===== src/rtl/lcv_pkg.sv =====
package lcv_pkg;
  typedef enum logic {
    POL_NEG = 1'b0,
    POL_POS = 1'b1
  } pol_e;

  localparam int unsigned CNT_W = 16;
  localparam int unsigned INC_W = 2;
endpackage


===== src/rtl/lcv_bpv_detect.sv =====
module lcv_bpv_detect
  import lcv_pkg::*;
(
  input  logic clk_i,
  input  logic rst_ni,
  input  logic valid_i,
  input  logic pos_i,
  input  logic neg_i,
  output logic mark_o,
  output logic bpv_o,
  output logic cv_o
);
  logic have_mark_q, have_bpv_q;
  pol_e last_pol_q, last_bpv_pol_q;
  pol_e pol;

  assign mark_o = valid_i & (pos_i | neg_i);
  assign pol    = pos_i ? POL_POS : POL_NEG;
  assign bpv_o  = mark_o & have_mark_q & (pol == last_pol_q);
  assign cv_o   = bpv_o & have_bpv_q & (pol == last_bpv_pol_q);

  always_ff @(posedge clk_i or negedge rst_ni) begin
    if (!rst_ni) begin
      have_mark_q    <= 1'b0;
      last_pol_q     <= POL_NEG;
      have_bpv_q     <= 1'b0;
      last_bpv_pol_q <= POL_NEG;
    end else begin
      if (mark_o) begin
        have_mark_q <= 1'b1;
        last_pol_q  <= pol;
      end
      if (bpv_o) begin
        have_bpv_q     <= 1'b1;
        last_bpv_pol_q <= pol;
      end
    end
  end


  hold_on_invalid_chk: assert property (@(posedge clk_i) disable iff (!rst_ni)
    !valid_i |=> $stable(last_pol_q) && $stable(have_mark_q) && $stable(last_bpv_pol_q));
endmodule


===== src/rtl/lcv_zero_run.sv =====
module lcv_zero_run #(
  parameter int unsigned LONG_RUN  = 16,
  parameter int unsigned SHORT_RUN = 8
) (
  input  logic clk_i,
  input  logic rst_ni,
  input  logic valid_i,
  input  logic mark_i,
  input  logic short_sel_i,
  input  logic en_i,
  output logic exz_o
);
  localparam int unsigned RUN_W = $clog2(LONG_RUN + 1);
  localparam logic [RUN_W-1:0] RUN_MAX   = RUN_W'(LONG_RUN);
  localparam logic [RUN_W-1:0] LONG_HIT  = RUN_W'(LONG_RUN - 1);
  localparam logic [RUN_W-1:0] SHORT_HIT = RUN_W'(SHORT_RUN - 1);

  logic [RUN_W-1:0] run_q;
  logic zero_bit;

  assign zero_bit = valid_i & ~mark_i;
  // fires only on the zero that completes the run; run keeps growing past it
  assign exz_o = en_i & zero_bit & (run_q == (short_sel_i ? SHORT_HIT : LONG_HIT));

  always_ff @(posedge clk_i or negedge rst_ni) begin
    if (!rst_ni) run_q <= '0;
    else if (valid_i) begin
      if (mark_i) run_q <= '0;
      else if (run_q != RUN_MAX) run_q <= run_q + 1'b1;
    end
  end


  exz_single_chk: assert property (@(posedge clk_i) disable iff (!rst_ni)
    exz_o |=> !exz_o);

  run_hold_chk: assert property (@(posedge clk_i) disable iff (!rst_ni)
    !valid_i |=> $stable(run_q));
endmodule


===== src/rtl/lcv_sat_count.sv =====
module lcv_sat_count
  import lcv_pkg::*;
(
  input  logic             clk_i,
  input  logic             rst_ni,
  input  logic [INC_W-1:0] inc_i,
  input  logic             clr_i,
  input  logic             latch_i,
  output logic [CNT_W-1:0] count_o,
  output logic [CNT_W-1:0] snap_o
);
  localparam logic [CNT_W-1:0] CNT_MAX = '1;

  logic [CNT_W-1:0] count_q, snap_q;
  logic [CNT_W:0]   sum;

  assign sum = {1'b0, count_q} + {{(CNT_W + 1 - INC_W){1'b0}}, inc_i};

  always_ff @(posedge clk_i or negedge rst_ni) begin
    if (!rst_ni) begin
      count_q <= '0;
      snap_q  <= '0;
    end else begin
      if (clr_i)         count_q <= '0;
      else if (sum[CNT_W]) count_q <= CNT_MAX;
      else               count_q <= sum[CNT_W-1:0];
      if (latch_i) snap_q <= count_q;
    end
  end

  assign count_o = count_q;
  assign snap_o  = snap_q;


  sat_hold_chk: assert property (@(posedge clk_i) disable iff (!rst_ni)
    (count_q == CNT_MAX) && !clr_i |=> count_q == CNT_MAX);

  no_wrap_chk: assert property (@(posedge clk_i) disable iff (!rst_ni)
    !clr_i |=> count_q >= $past(count_q));

  clr_wins_chk: assert property (@(posedge clk_i) disable iff (!rst_ni)
    clr_i |=> count_q == '0);

  snap_load_chk: assert property (@(posedge clk_i) disable iff (!rst_ni)
    latch_i |=> snap_q == $past(count_q));

  snap_keep_chk: assert property (@(posedge clk_i) disable iff (!rst_ni)
    !latch_i |=> $stable(snap_q));
endmodule


===== src/rtl/lcv_counter.sv =====
module lcv_counter
  import lcv_pkg::*;
#(
  parameter int unsigned T1_LONG_RUN  = 16,
  parameter int unsigned T1_SHORT_RUN = 8
) (
  input  logic             clk_i,
  input  logic             rst_ni,
  input  logic             bit_valid_i,
  input  logic             pos_mark_i,
  input  logic             neg_mark_i,
  input  logic             codeword_i,
  input  logic             e1_mode_i,
  input  logic             subst_en_i,
  input  logic             exz_en_i,
  input  logic             cv_mode_i,
  input  logic             clr_i,
  input  logic             latch_i,
  output logic [CNT_W-1:0] count_o,
  output logic [CNT_W-1:0] snap_o
);
  logic mark, bpv, cv, exz;
  logic cv_sel, code_err;
  logic [INC_W-1:0] inc;

  lcv_bpv_detect u_bpv (
    .clk_i   (clk_i),
    .rst_ni  (rst_ni),
    .valid_i (bit_valid_i),
    .pos_i   (pos_mark_i),
    .neg_i   (neg_mark_i),
    .mark_o  (mark),
    .bpv_o   (bpv),
    .cv_o    (cv)
  );

  lcv_zero_run #(
    .LONG_RUN  (T1_LONG_RUN),
    .SHORT_RUN (T1_SHORT_RUN)
  ) u_zrun (
    .clk_i       (clk_i),
    .rst_ni      (rst_ni),
    .valid_i     (bit_valid_i),
    .mark_i      (mark),
    .short_sel_i (subst_en_i),
    .en_i        (~e1_mode_i & exz_en_i),
    .exz_o       (exz)
  );

  assign cv_sel   = e1_mode_i & cv_mode_i;
  assign code_err = cv_sel ? cv : (bpv & ~(subst_en_i & codeword_i));
  assign inc      = {1'b0, code_err} + {1'b0, exz};

  lcv_sat_count u_cnt (
    .clk_i   (clk_i),
    .rst_ni  (rst_ni),
    .inc_i   (inc),
    .clr_i   (clr_i),
    .latch_i (latch_i),
    .count_o (count_o),
    .snap_o  (snap_o)
  );


  codeword_exempt_chk: assert property (@(posedge clk_i) disable iff (!rst_ni)
    !cv_sel && subst_en_i && codeword_i && mark && !clr_i |=> $stable(count_o));

  invalid_no_count_chk: assert property (@(posedge clk_i) disable iff (!rst_ni)
    !bit_valid_i && !clr_i |=> $stable(count_o));
endmodule


===== config.mk =====
export PLATFORM = sky130hd
export DESIGN_NAME = lcv_counter
export DESIGN_NICKNAME = d
export VERILOG_FILES = /design/src/rtl/lcv_pkg.sv /design/src/rtl/lcv_bpv_detect.sv /design/src/rtl/lcv_zero_run.sv /design/src/rtl/lcv_sat_count.sv /design/src/rtl/lcv_counter.sv
export SDC_FILE = /design/constraint.sdc
export NUM_CORES = 1
export LEC_CHECK = 0
export CORE_ASPECT_RATIO = 1.1
export CORE_MARGIN = 1.5
export CORE_UTILIZATION = 50
export DETAILED_ROUTE_END_ITERATION = 12
export PLACE_DENSITY = 0.83
export SYNTH_ARGS = -nofsm -noshare
export SYNTH_HDL_FRONTEND = slang
export SYNTH_HIERARCHICAL = 1
export SYNTH_SLANG_ARGS = --single-unit

===== constraint.sdc =====
create_clock -name clk_i -period 6.8 [get_ports clk_i]
set_input_delay 0.68 -clock clk_i [delete_from_list [all_inputs] [get_ports clk_i]]
set_output_delay 0.68 -clock clk_i [all_outputs]
set_load 0.05 [all_outputs]

Word-level counts from Yosys, hierarchy flattened
Index checks and enable logic that the tools add are counted.
- flip-flop bits (word level): 41
- bits in latches: 0
- memory bits (writable): 0
- memory bits (read-only): 0
- bits of input ports: 12
- output and inout port bits: 32
- word-level logic and storage cells: 39
- memories kept: 0
- add/sub/neg operators: 3
- multiply operators: 0
- divide/modulo/power cells: 0
- magnitude comparators: 0
- equality and inequality tests: 4
- shift-type cells: 0
- mux-type cells: 7
- bitwise operators: 16
- reductions and logical operators: 2
- operators by type and width (cell ; count):
    $mux W16 ; 2
    $add A16 B2 Y17 ; 1
    $and A1 B1 Y1 ; 12
    $mux W5 ; 2
    $add A5 B1 Y5 const B ; 1
    $eq A5 B5 Y1 ; 1
    $ne A5 B5 Y1 const B ; 1
    $mux W4 ; 1
    $not A1 Y1 ; 3
    $add A1 B1 Y2 ; 1
    $eq A1 B1 Y1 ; 2
    $mux W1 ; 2
    $reduce_and A2 Y1 ; 1
    $reduce_bool A2 Y1 ; 1
    $or A1 B1 Y1 ; 1

Depth between registers and ports, before layout
Gate-level depths: netlist (run 1).
- depth in word-level cells: 11
- mapped depth: 13
- mapped depth without buffers: 12

Cells and area by module
Netlist (run 1), hierarchy kept.
- modules (own cells, without submodules) (module ; instances ; cells an instance ; area each (um2) ; sequential area each (um2)):
    lcv_sat_count ; 1 ; 118 ; 1485.2 ; 800.8
    lcv_zero_run ; 1 ; 34 ; 349.1 ; 125.1
    lcv_bpv_detect ; 1 ; 23 ; 215.2 ; 100.1
    lcv_counter ; 1 ; 5 ; 47.5 ; 0.0

Worst setup path after synthesis (run 1)
Ideal clock, no wire load.
- path type: input to register
- start: in pos_mark_i
- end: reg u_cnt.count_q[6] (netlist: u_cnt/count_o[6])
- library setup time: 0.082 ns
- data arrival time: 3.232 ns
- path slack: 3.486 ns
- stages: 13
- buffers on the path: 1
- path through: or3b_2 -> a21oi_1 -> a21boi_0 -> mux2_4 -> ha_1 -> ha_1 -> inv_1 -> fa_1 -> nand3b_2 -> nor3_4 -> nand3_2 -> buf_2 -> a31oi_1
- cells in the longest elaborated chain, start to end: 11
- elaborated cells on any way between the ends: 19
- those cells by class: add/sub: 2; eq/ne: 2; mux: 4; bitwise: 11
- ends and longest elaborated chain (element ; RTL line ; RTL):
    from (decl) ; lcv_counter.sv:10 ; input logic pos_mark_i,
    $or A1 B1 Y1 ; lcv_bpv_detect.sv:17 ; assign mark_o = valid_i & (pos_i | neg_i);
    $and A1 B1 Y1 ; lcv_bpv_detect.sv:17 ;
    $and A1 B1 Y1 ; lcv_bpv_detect.sv:19 ; assign bpv_o = mark_o & have_mark_q & (pol == last_pol_q);
    $and A1 B1 Y1 (*) ; lcv_bpv_detect.sv:19 ;
    named net bpv ; lcv_counter.sv:22 ; logic mark, bpv, cv, exz;
    $and A1 B1 Y1 (2 in series) ; lcv_bpv_detect.sv:20 ; assign cv_o = bpv_o & have_bpv_q & (pol == last_bpv_pol_q);
    $mux W1 (*) ; lcv_counter.sv:51 ; assign code_err = cv_sel ? cv : (bpv & ~(subst_en_i & codeword_i));
    $add A1 B1 Y2 (*) ; lcv_counter.sv:52 ; assign inc = {1'b0, code_err} + {1'b0, exz};
    named net inc[0] ; lcv_counter.sv:24 ; logic [INC_W-1:0] inc;
    $add A16 B2 Y17 (*) ; lcv_sat_count.sv:17 ; assign sum = {1'b0, count_q} + {{(CNT_W + 1 - INC_W){1'b0}}, inc_i};
    $mux W16 (*) ; lcv_sat_count.sv:25 ; else if (sum[CNT_W]) count_q <= CNT_MAX;
    $mux W16 (*) ; lcv_sat_count.sv:24 ; if (clr_i) count_q <= '0;
    to (signal assigned) ; lcv_sat_count.sv:26 ; else count_q <= sum[CNT_W-1:0];
    to (decl) ; lcv_sat_count.sv:14 ; logic [CNT_W-1:0] count_q, snap_q;
The timed path passes the listed nets; every way through them passes the cells marked *.
A chain may end at the register's enable or synchronous reset.

Final worst setup path (run 1)
- start: in pos_mark_i
- end: reg u_cnt.count_q[0] (netlist: u_cnt/count_o[0])
The elaborated chain is that of the path after synthesis.

==> results of run 1 <==
## power by group
part           leakage (nW)  switching, mW  total (mW)  internal [mW]
clock network        0.0443         0.0759       0.156         0.0804
registers             0.553         0.0203       0.278          0.258
logic                 0.571         0.0399      0.0795         0.0396
## cells by family after synthesis
kind of cell             count (synthesis)  share of synthesized area (%)
AO/OA/AOI/OAI                           39                           11.7
AND/OR/NAND/NOR                         50                           18.4
XOR/XNOR                                11                           4.59
buffers and inverters                   16                           3.16
flip-flops                              41                           48.9
multiplexers                            17                           9.31
adder cells (fa/ha/maj)                  6                           3.94
## state kept, by name, indices dropped and copies added, names as in the netlist
signal	flops
u_cnt/count_o	16
u_cnt/snap_o	16
u_zrun/run_q	5
u_bpv/have_bpv_q	1
u_bpv/have_mark_q	1
u_bpv/last_bpv_pol_q	1
u_bpv/last_pol_q	1
## critical path, cell delays in order
cell                              delay [ps]
sky130_fd_sc_hd__clkdlybuf4s50_1         530
sky130_fd_sc_hd__or3b_2                  520
sky130_fd_sc_hd__a21oi_1                 140
sky130_fd_sc_hd__a21boi_0                190
sky130_fd_sc_hd__mux2_4                  160
sky130_fd_sc_hd__ha_1                    110
sky130_fd_sc_hd__ha_1                    170
sky130_fd_sc_hd__inv_1                    60
sky130_fd_sc_hd__fa_1                    420
sky130_fd_sc_hd__nand3b_2                320
sky130_fd_sc_hd__nor3_4                  240
sky130_fd_sc_hd__nand3_2                 290
sky130_fd_sc_hd__a21oi_1                 250
## cell type report
cell class / count / area [sq um] / share of cell area, %
Multi-Input combinational cell: 123 / 1000 / 37.9
Clock buffer: 7 / 86.3 / 3.26
Tap cell: 52 / 65.1 / 2.46
Sequential cell: 41 / 1030 / 38.7
Timing Repair Buffer: 43 / 425 / 16.1
Inverter: 11 / 41.3 / 1.56
## cell usage in the layout (no fill, tap or decap), types with 2 or more instances in the layout
| master | count |
|---|---|
| sky130_fd_sc_hd__xor2_1 | 4 |
| sky130_fd_sc_hd__inv_1 | 11 |
| sky130_fd_sc_hd__clkdlybuf4s50_1 | 42 |
| sky130_fd_sc_hd__nand4_1 | 3 |
| sky130_fd_sc_hd__nor2b_1 | 2 |
| sky130_fd_sc_hd__a311oi_1 | 2 |
| sky130_fd_sc_hd__a21oi_1 | 18 |
| sky130_fd_sc_hd__nor4_1 | 3 |
| sky130_fd_sc_hd__a31oi_1 | 5 |
| sky130_fd_sc_hd__dfrtp_1 | 41 |
| sky130_fd_sc_hd__o21ai_0 | 4 |
| sky130_fd_sc_hd__nand2_1 | 11 |
| sky130_fd_sc_hd__clkbuf_8 | 6 |
| sky130_fd_sc_hd__mux2_2 | 16 |
| sky130_fd_sc_hd__nor3_1 | 2 |
| sky130_fd_sc_hd__ha_1 | 5 |
| sky130_fd_sc_hd__xnor2_1 | 7 |
| sky130_fd_sc_hd__nand3_1 | 6 |
| sky130_fd_sc_hd__nor2_1 | 3 |
## cell usage after synthesis (all sizes together) (3+ instances only)
| cell | instances | area share (%) |
|---|---|---|
| dfrtp | 41 | 49 |
| a21oi | 18 | 4.3 |
| mux2 | 17 | 9.3 |
| inv | 11 | 2.0 |
| nand2 | 11 | 2.0 |
| nand3 | 8 | 2.7 |
| xnor2 | 7 | 2.9 |
| a31oi | 5 | 1.5 |
| ha | 5 | 3.0 |
| o21ai | 5 | 1.4 |
| nand4 | 4 | 1.9 |
| nor3 | 4 | 1.7 |
| nor4 | 4 | 1.9 |
| xor2 | 4 | 1.7 |
| clkbuf | 3 | 0.72 |
| nor2 | 3 | 0.54 |
## per-stage QoR
step	instances	hold slack [ps]	worst slack, ps	instance area, sq um
6_report	277	505	2910	2650
5_1_grt	277	518	2670	2650
4_1_cts	277	511	2920	2650
3_5_place_dp	270	495	2640	2560
3_3_place_gp	270	488	2730	2560
2_1_floorplan	180	384	3490	2100
## per-layer routing
| metal | share of wire (%) | vias to the layer above | global-route usage [%] |
|---|---|---|---|
| met3 | 4.0 | 2 | 5.09 |
| met5 | 0 | - | 0 |
| met1 | 42 | 769 | 22.7 |
| met4 | 0.68 | 0 | 5.67 |
| li1 | - | 746 | - |
| met2 | 53 | 39 | 34.4 |
## worst paths after layout
| check | end | start | slack (ps) |
|---|---|---|---|
| setup / recovery | u_cnt/count_o[0]$_DFF_PN0_ | pos_mark_i | 2910 |
| hold / removal | u_cnt/count_o[8]$_DFF_PN0_ | rst_ni | 500 |
| setup reg to reg | u_cnt/count_o[0]$_DFF_PN0_ | u_bpv/last_pol_q$_DFFE_PN0P_ | 3450 |
| hold reg to reg | u_cnt/snap_o[3]$_DFFE_PN0P_ | u_cnt/snap_o[3]$_DFFE_PN0P_ | 510 |
| max in group asynchronous | u_bpv/have_mark_q$_DFFE_PN0P_ | rst_ni | 5750 |
| min in group clk_i | u_cnt/snap_o[3]$_DFFE_PN0P_ | u_cnt/snap_o[3]$_DFFE_PN0P_ | 510 |
==> results_dict.tcl, run 1 <==
set metrics [dict create \
    tightestPinTransition_ps 872 \
    grt_remaining_overflow 0 \
    detail_route.wirelength_microns 3970 \
    outcome "complete, no violations" \
    clock_sink_count 41 \
    min-delay-path-class "input pin to asynchronous set/reset pin" \
    synthArstFlopShare_pct 100 \
    die-height_microns 70.9 \
    report.final.setup_viol 0 \
    synth.yosys.warnings 6 \
    cts_htree_levels 2 \
    count_of_flip_flops_with_a_built_in_enable_after_synthesis 0 \
    core_sq_mm 0.00399 \
    finish.net_count 243 \
    fin_tns_setup_ps 0 \
    yosys.cell_types.count 52 \
    avgSynthCellArea_sq_um 11.7 \
    floorplan.initialDensity_pct 52.5 \
    rows 24 \
    worst_slew_margin_rel_pct 41.9 \
    grt_setup_unrepaired "no" \
    worstSkewPairLatency_ps 290 \
    vias 1556 \
    seq_area_frac_synth_pct 48.9 \
    design.portCount 44 \
    crit_path_start_kind "input pin" \
    syn_inst 180 \
    maxCapViolations 0 \
    cts.hold.buffers_added 0 \
    final_antenna_net_count 0 \
    routed_wire_length_per_instance_microns 14.3 \
    cts_tree "built" \
    vdd_drop_max_mv 0.178 \
    clock_tree.buffer_depth 2 \
    vias_in_the_first_global_route 1567 \
    worstRegToRegCells 12 \
    path_class "input pin to flop" \
    hpwl_microns 2900 \
    critical_path_peak_fanout 13 \
    final_core_util_pct 66.3 \
    placer_congestion_estimate 0.783 \
    drive_above_1_share_pct 17.3 \
    synth_seq_cells 41 \
    avgViaCountPerCell 5.62 \
    fill_cells 324 \
    post-cts-setup-buffers 0 \
    timing_hold_violations_final 0 \
    fmaxAchievable_mhz 257 \
    clkTransAtPathRegs_ps 70 \
    post_synth_instance_area_sq_mm 0.00210 \
    post_cts_resize_count 0 \
    grt_pass1_wl_microns 6950 \
    final.setup_skew_ps 7.45 \
    io_buf_count 43 \
    num_antenna_cells 0 \
    synth.net_count 198 \
    cts-buffers-inserted 5 \
    cts_root_buf "sky130_fd_sc_hd__clkbuf_8" \
    fp.dieArea_sq_mm 0.00459 \
    design_power_mw 0.514 \
    antenna_found_initial 0 \
    grt_util_all_layers_pct 19.3 \
    period_utilization_post_route_pct 57.2 \
    worst_setup_path_end_kind "flop" \
    finalMaxSlewViolations 0 \
    powerDensity_mw_per_mm2 194 \
    p_leak_nw 1.17 \
    crit_required_ps 7000 \
    horizontal_extent_of_the_die_microns 64.7 \
    drcViolationCount 0 \
    synth-main-ff-cell "sky130_fd_sc_hd__dfrtp_1" \
    grt_max_degree 42 \
    detailedRoute.firstIterationViolations 58 \
    drt_first_pass_iters 4 \
    worst_path_arrival_ps 4090 \
    area_growth_pct 26.3 \
    timing.final.crit_period_ps 3890 \
]
Note: power is estimated with default switching activity, not from simulation.
==> run 2: changes to the inputs <==
Clock period 6.8 ns to 3.66 ns, I/O delays scaled along.
==> results_dict.tcl, run 2 (synthesis gave the netlist of run 1 again) <==
set metrics [dict create \
    post_placement_worst_setup_slack_ps 20.4 \
    worst_path_arrival_ps 3570 \
    worstSkewPairLatency_ps 290 \
    worstRegToRegCells 12 \
    drt_first_pass_iters 6 \
    detailedRoute.firstIterationViolations 77 \
    post-cts-setup-buffers 0 \
    io_buf_count 43 \
    finish.net_count 250 \
    num_antenna_cells 0 \
    critical_path_peak_fanout 13 \
    rows 24 \
    grt_remaining_overflow 0 \
    stdcell_area_sq_mm 0.00273 \
    cts.hold.buffers_added 0 \
    crit_path_start_kind "input pin" \
    clkTransAtPathRegs_ps 80 \
    cts_htree_levels 2 \
    layout_setup_ws_ps 291 \
    grt_max_degree 42 \
    layout.cells.most_common_list "sky130_fd_sc_hd__clkdlybuf4s50_1, sky130_fd_sc_hd__dfrtp_1, sky130_fd_sc_hd__a21oi_1" \
    rrSetupSlack_ps 390 \
    cts-buffers-inserted 5 \
    place_area_sq_mm 0.00262 \
    final_antenna_net_count 0 \
    vdd_drop_max_mv 0.249 \
    period_utilization_post_route_pct 92.1 \
    pwr-share-comb_pct 14.5 \
    post_cts_resize_count 0 \
    antenna_found_initial 0 \
    power.sequential.fraction_pct 49.8 \
    grt_setup_unrepaired "no" \
    fin_tns_setup_ps 0 \
    area_growth_pct 30.3 \
    switching_share_pct 24.9 \
    portion_of_total_power_attributed_to_the_clock_network_pct 35.6 \
    drive_above_1_share_pct 20.2 \
    outcome "complete, no violations" \
    p_int_mw 0.778 \
    fp.dieArea_sq_mm 0.00459 \
    grt_pass1_wl_microns 7040 \
    floorplan.initialDensity_pct 52.5 \
    vias_in_the_first_global_route 1543 \
    placer_congestion_estimate 0.766 \
    worst_slew_margin_rel_pct 41.5 \
    finalMaxSlewViolations 0 \
    die-height_microns 70.9 \
    detail_route.wirelength_microns 4020 \
    p_leak_nw 1.22 \
    routed_wire_length_per_instance_microns 14.1 \
    hpwl_microns 2920 \
    min-delay-path-class "input pin to asynchronous set/reset pin" \
    cts_tree "built" \
    vias 1582 \
    grt_util_all_layers_pct 19.7 \
    fmaxAchievable_mhz 297 \
    core_sq_mm 0.00399 \
    powerDensity_mw_per_mm2 379 \
    horizontal_extent_of_the_die_microns 64.7 \
    report.final.setup_viol 0 \
    timing_hold_violations_final 0 \
    net-switching-power_mw 0.258 \
    design.portCount 44 \
    path_class "input pin to flop" \
    mostFrequentLayoutCell "sky130_fd_sc_hd__clkdlybuf4s50_1" \
    final.setup_skew_ps 7.98 \
    clock_tree.buffer_depth 2 \
    tightestPinTransition_ps 877 \
    crit-reg2reg-capture "u_cnt/count_o[13]$_DFF_PN0_" \
    maxCapViolations 0 \
    critical_path.reg2reg.startpoint "u_bpv/last_pol_q$_DFFE_PN0P_" \
    crit_required_ps 3860 \
    worst_setup_path_end_kind "flop" \
    clock_sink_count 41 \
    timing.final.crit_period_ps 3370 \
    cts_root_buf "sky130_fd_sc_hd__clkbuf_8" \
    drcViolationCount 0 \
    avgViaCountPerCell 5.55 \
]
run 2: layout make-up:
class / count / area, sq um
flip-flops and latches: 41 / 1030
well taps: 52 / 65.1
repair buffers: 50 / 478
clock buffers: 7 / 86.3
multi-input cells: 123 / 1000
clock inverters: 1 / 30.0
inverters: 11 / 41.3
fillers: 313 / 1260
run 2: worst max-delay path by stage:
stage | from | end | slack (ps) | depth (start not counted)
2_1_floorplan | u_bpv/last_pol_q$_DFFE_PN0P_ | u_cnt/count_o[6]$_DFF_PN0_ | 630 | 13
3_3_place_gp | neg_mark_i | u_cnt/count_o[10]$_DFF_PN0_ | 150 | 13
3_5_place_dp | neg_mark_i | u_cnt/count_o[12]$_DFF_PN0_ | 20 | 14
4_1_cts | neg_mark_i | u_cnt/count_o[13]$_DFF_PN0_ | 310 | 13
5_1_grt | neg_mark_i | u_cnt/count_o[1]$_DFF_PN0_ | 80 | 13
6_report | neg_mark_i | u_cnt/count_o[13]$_DFF_PN0_ | 290 | 13
run 2: layer usage:
metal | vias up | GRT usage (%) | part of all wire (%)
li1 | 761 | - | -
met1 | 770 | 25.1 | 44
met2 | 45 | 32.2 | 50
met3 | 6 | 6.04 | 5.1
met4 | 0 | 5.91 | 0.92
met5 | - | 0 | 0
run 2: through the flow:
step                      util, %  instances  hold slack (ps)  total power [mW]
final                        68.4        285              187              1.04
after floorplan                 -        180             70.4             0.622
after CTS                    68.4        285              217              1.05
after global routing         68.4        285              259              1.09
after detailed placement     65.5        277              495             0.676
after global placement       65.5        277              488             0.672
run 2: critical path, cell delays in order:
cell and delay (ps):
sky130_fd_sc_hd__clkdlybuf4s50_1 480, sky130_fd_sc_hd__or3b_2 480, sky130_fd_sc_hd__a21oi_1 140, sky130_fd_sc_hd__a21boi_0 200, sky130_fd_sc_hd__mux2_4 170, sky130_fd_sc_hd__ha_1 120, sky130_fd_sc_hd__ha_1 170, sky130_fd_sc_hd__inv_1 60
sky130_fd_sc_hd__fa_1 370, sky130_fd_sc_hd__nand3b_2 300, sky130_fd_sc_hd__nor3_4 180, sky130_fd_sc_hd__nand3_2 260, sky130_fd_sc_hd__a21oi_1 270
run 2: power groups by stage:
| stage | Clock, mW | Sequential, mW | Combinational, mW |
|---|---|---|---|
| finish | 0.369 | 0.517 | 0.151 |
| global route | 0.399 | 0.522 | 0.168 |
| detailed placement | 0 | 0.523 | 0.153 |
| CTS | 0.382 | 0.515 | 0.153 |
| global placement | 0 | 0.523 | 0.149 |
| floorplan | 0 | 0.525 | 0.0970 |
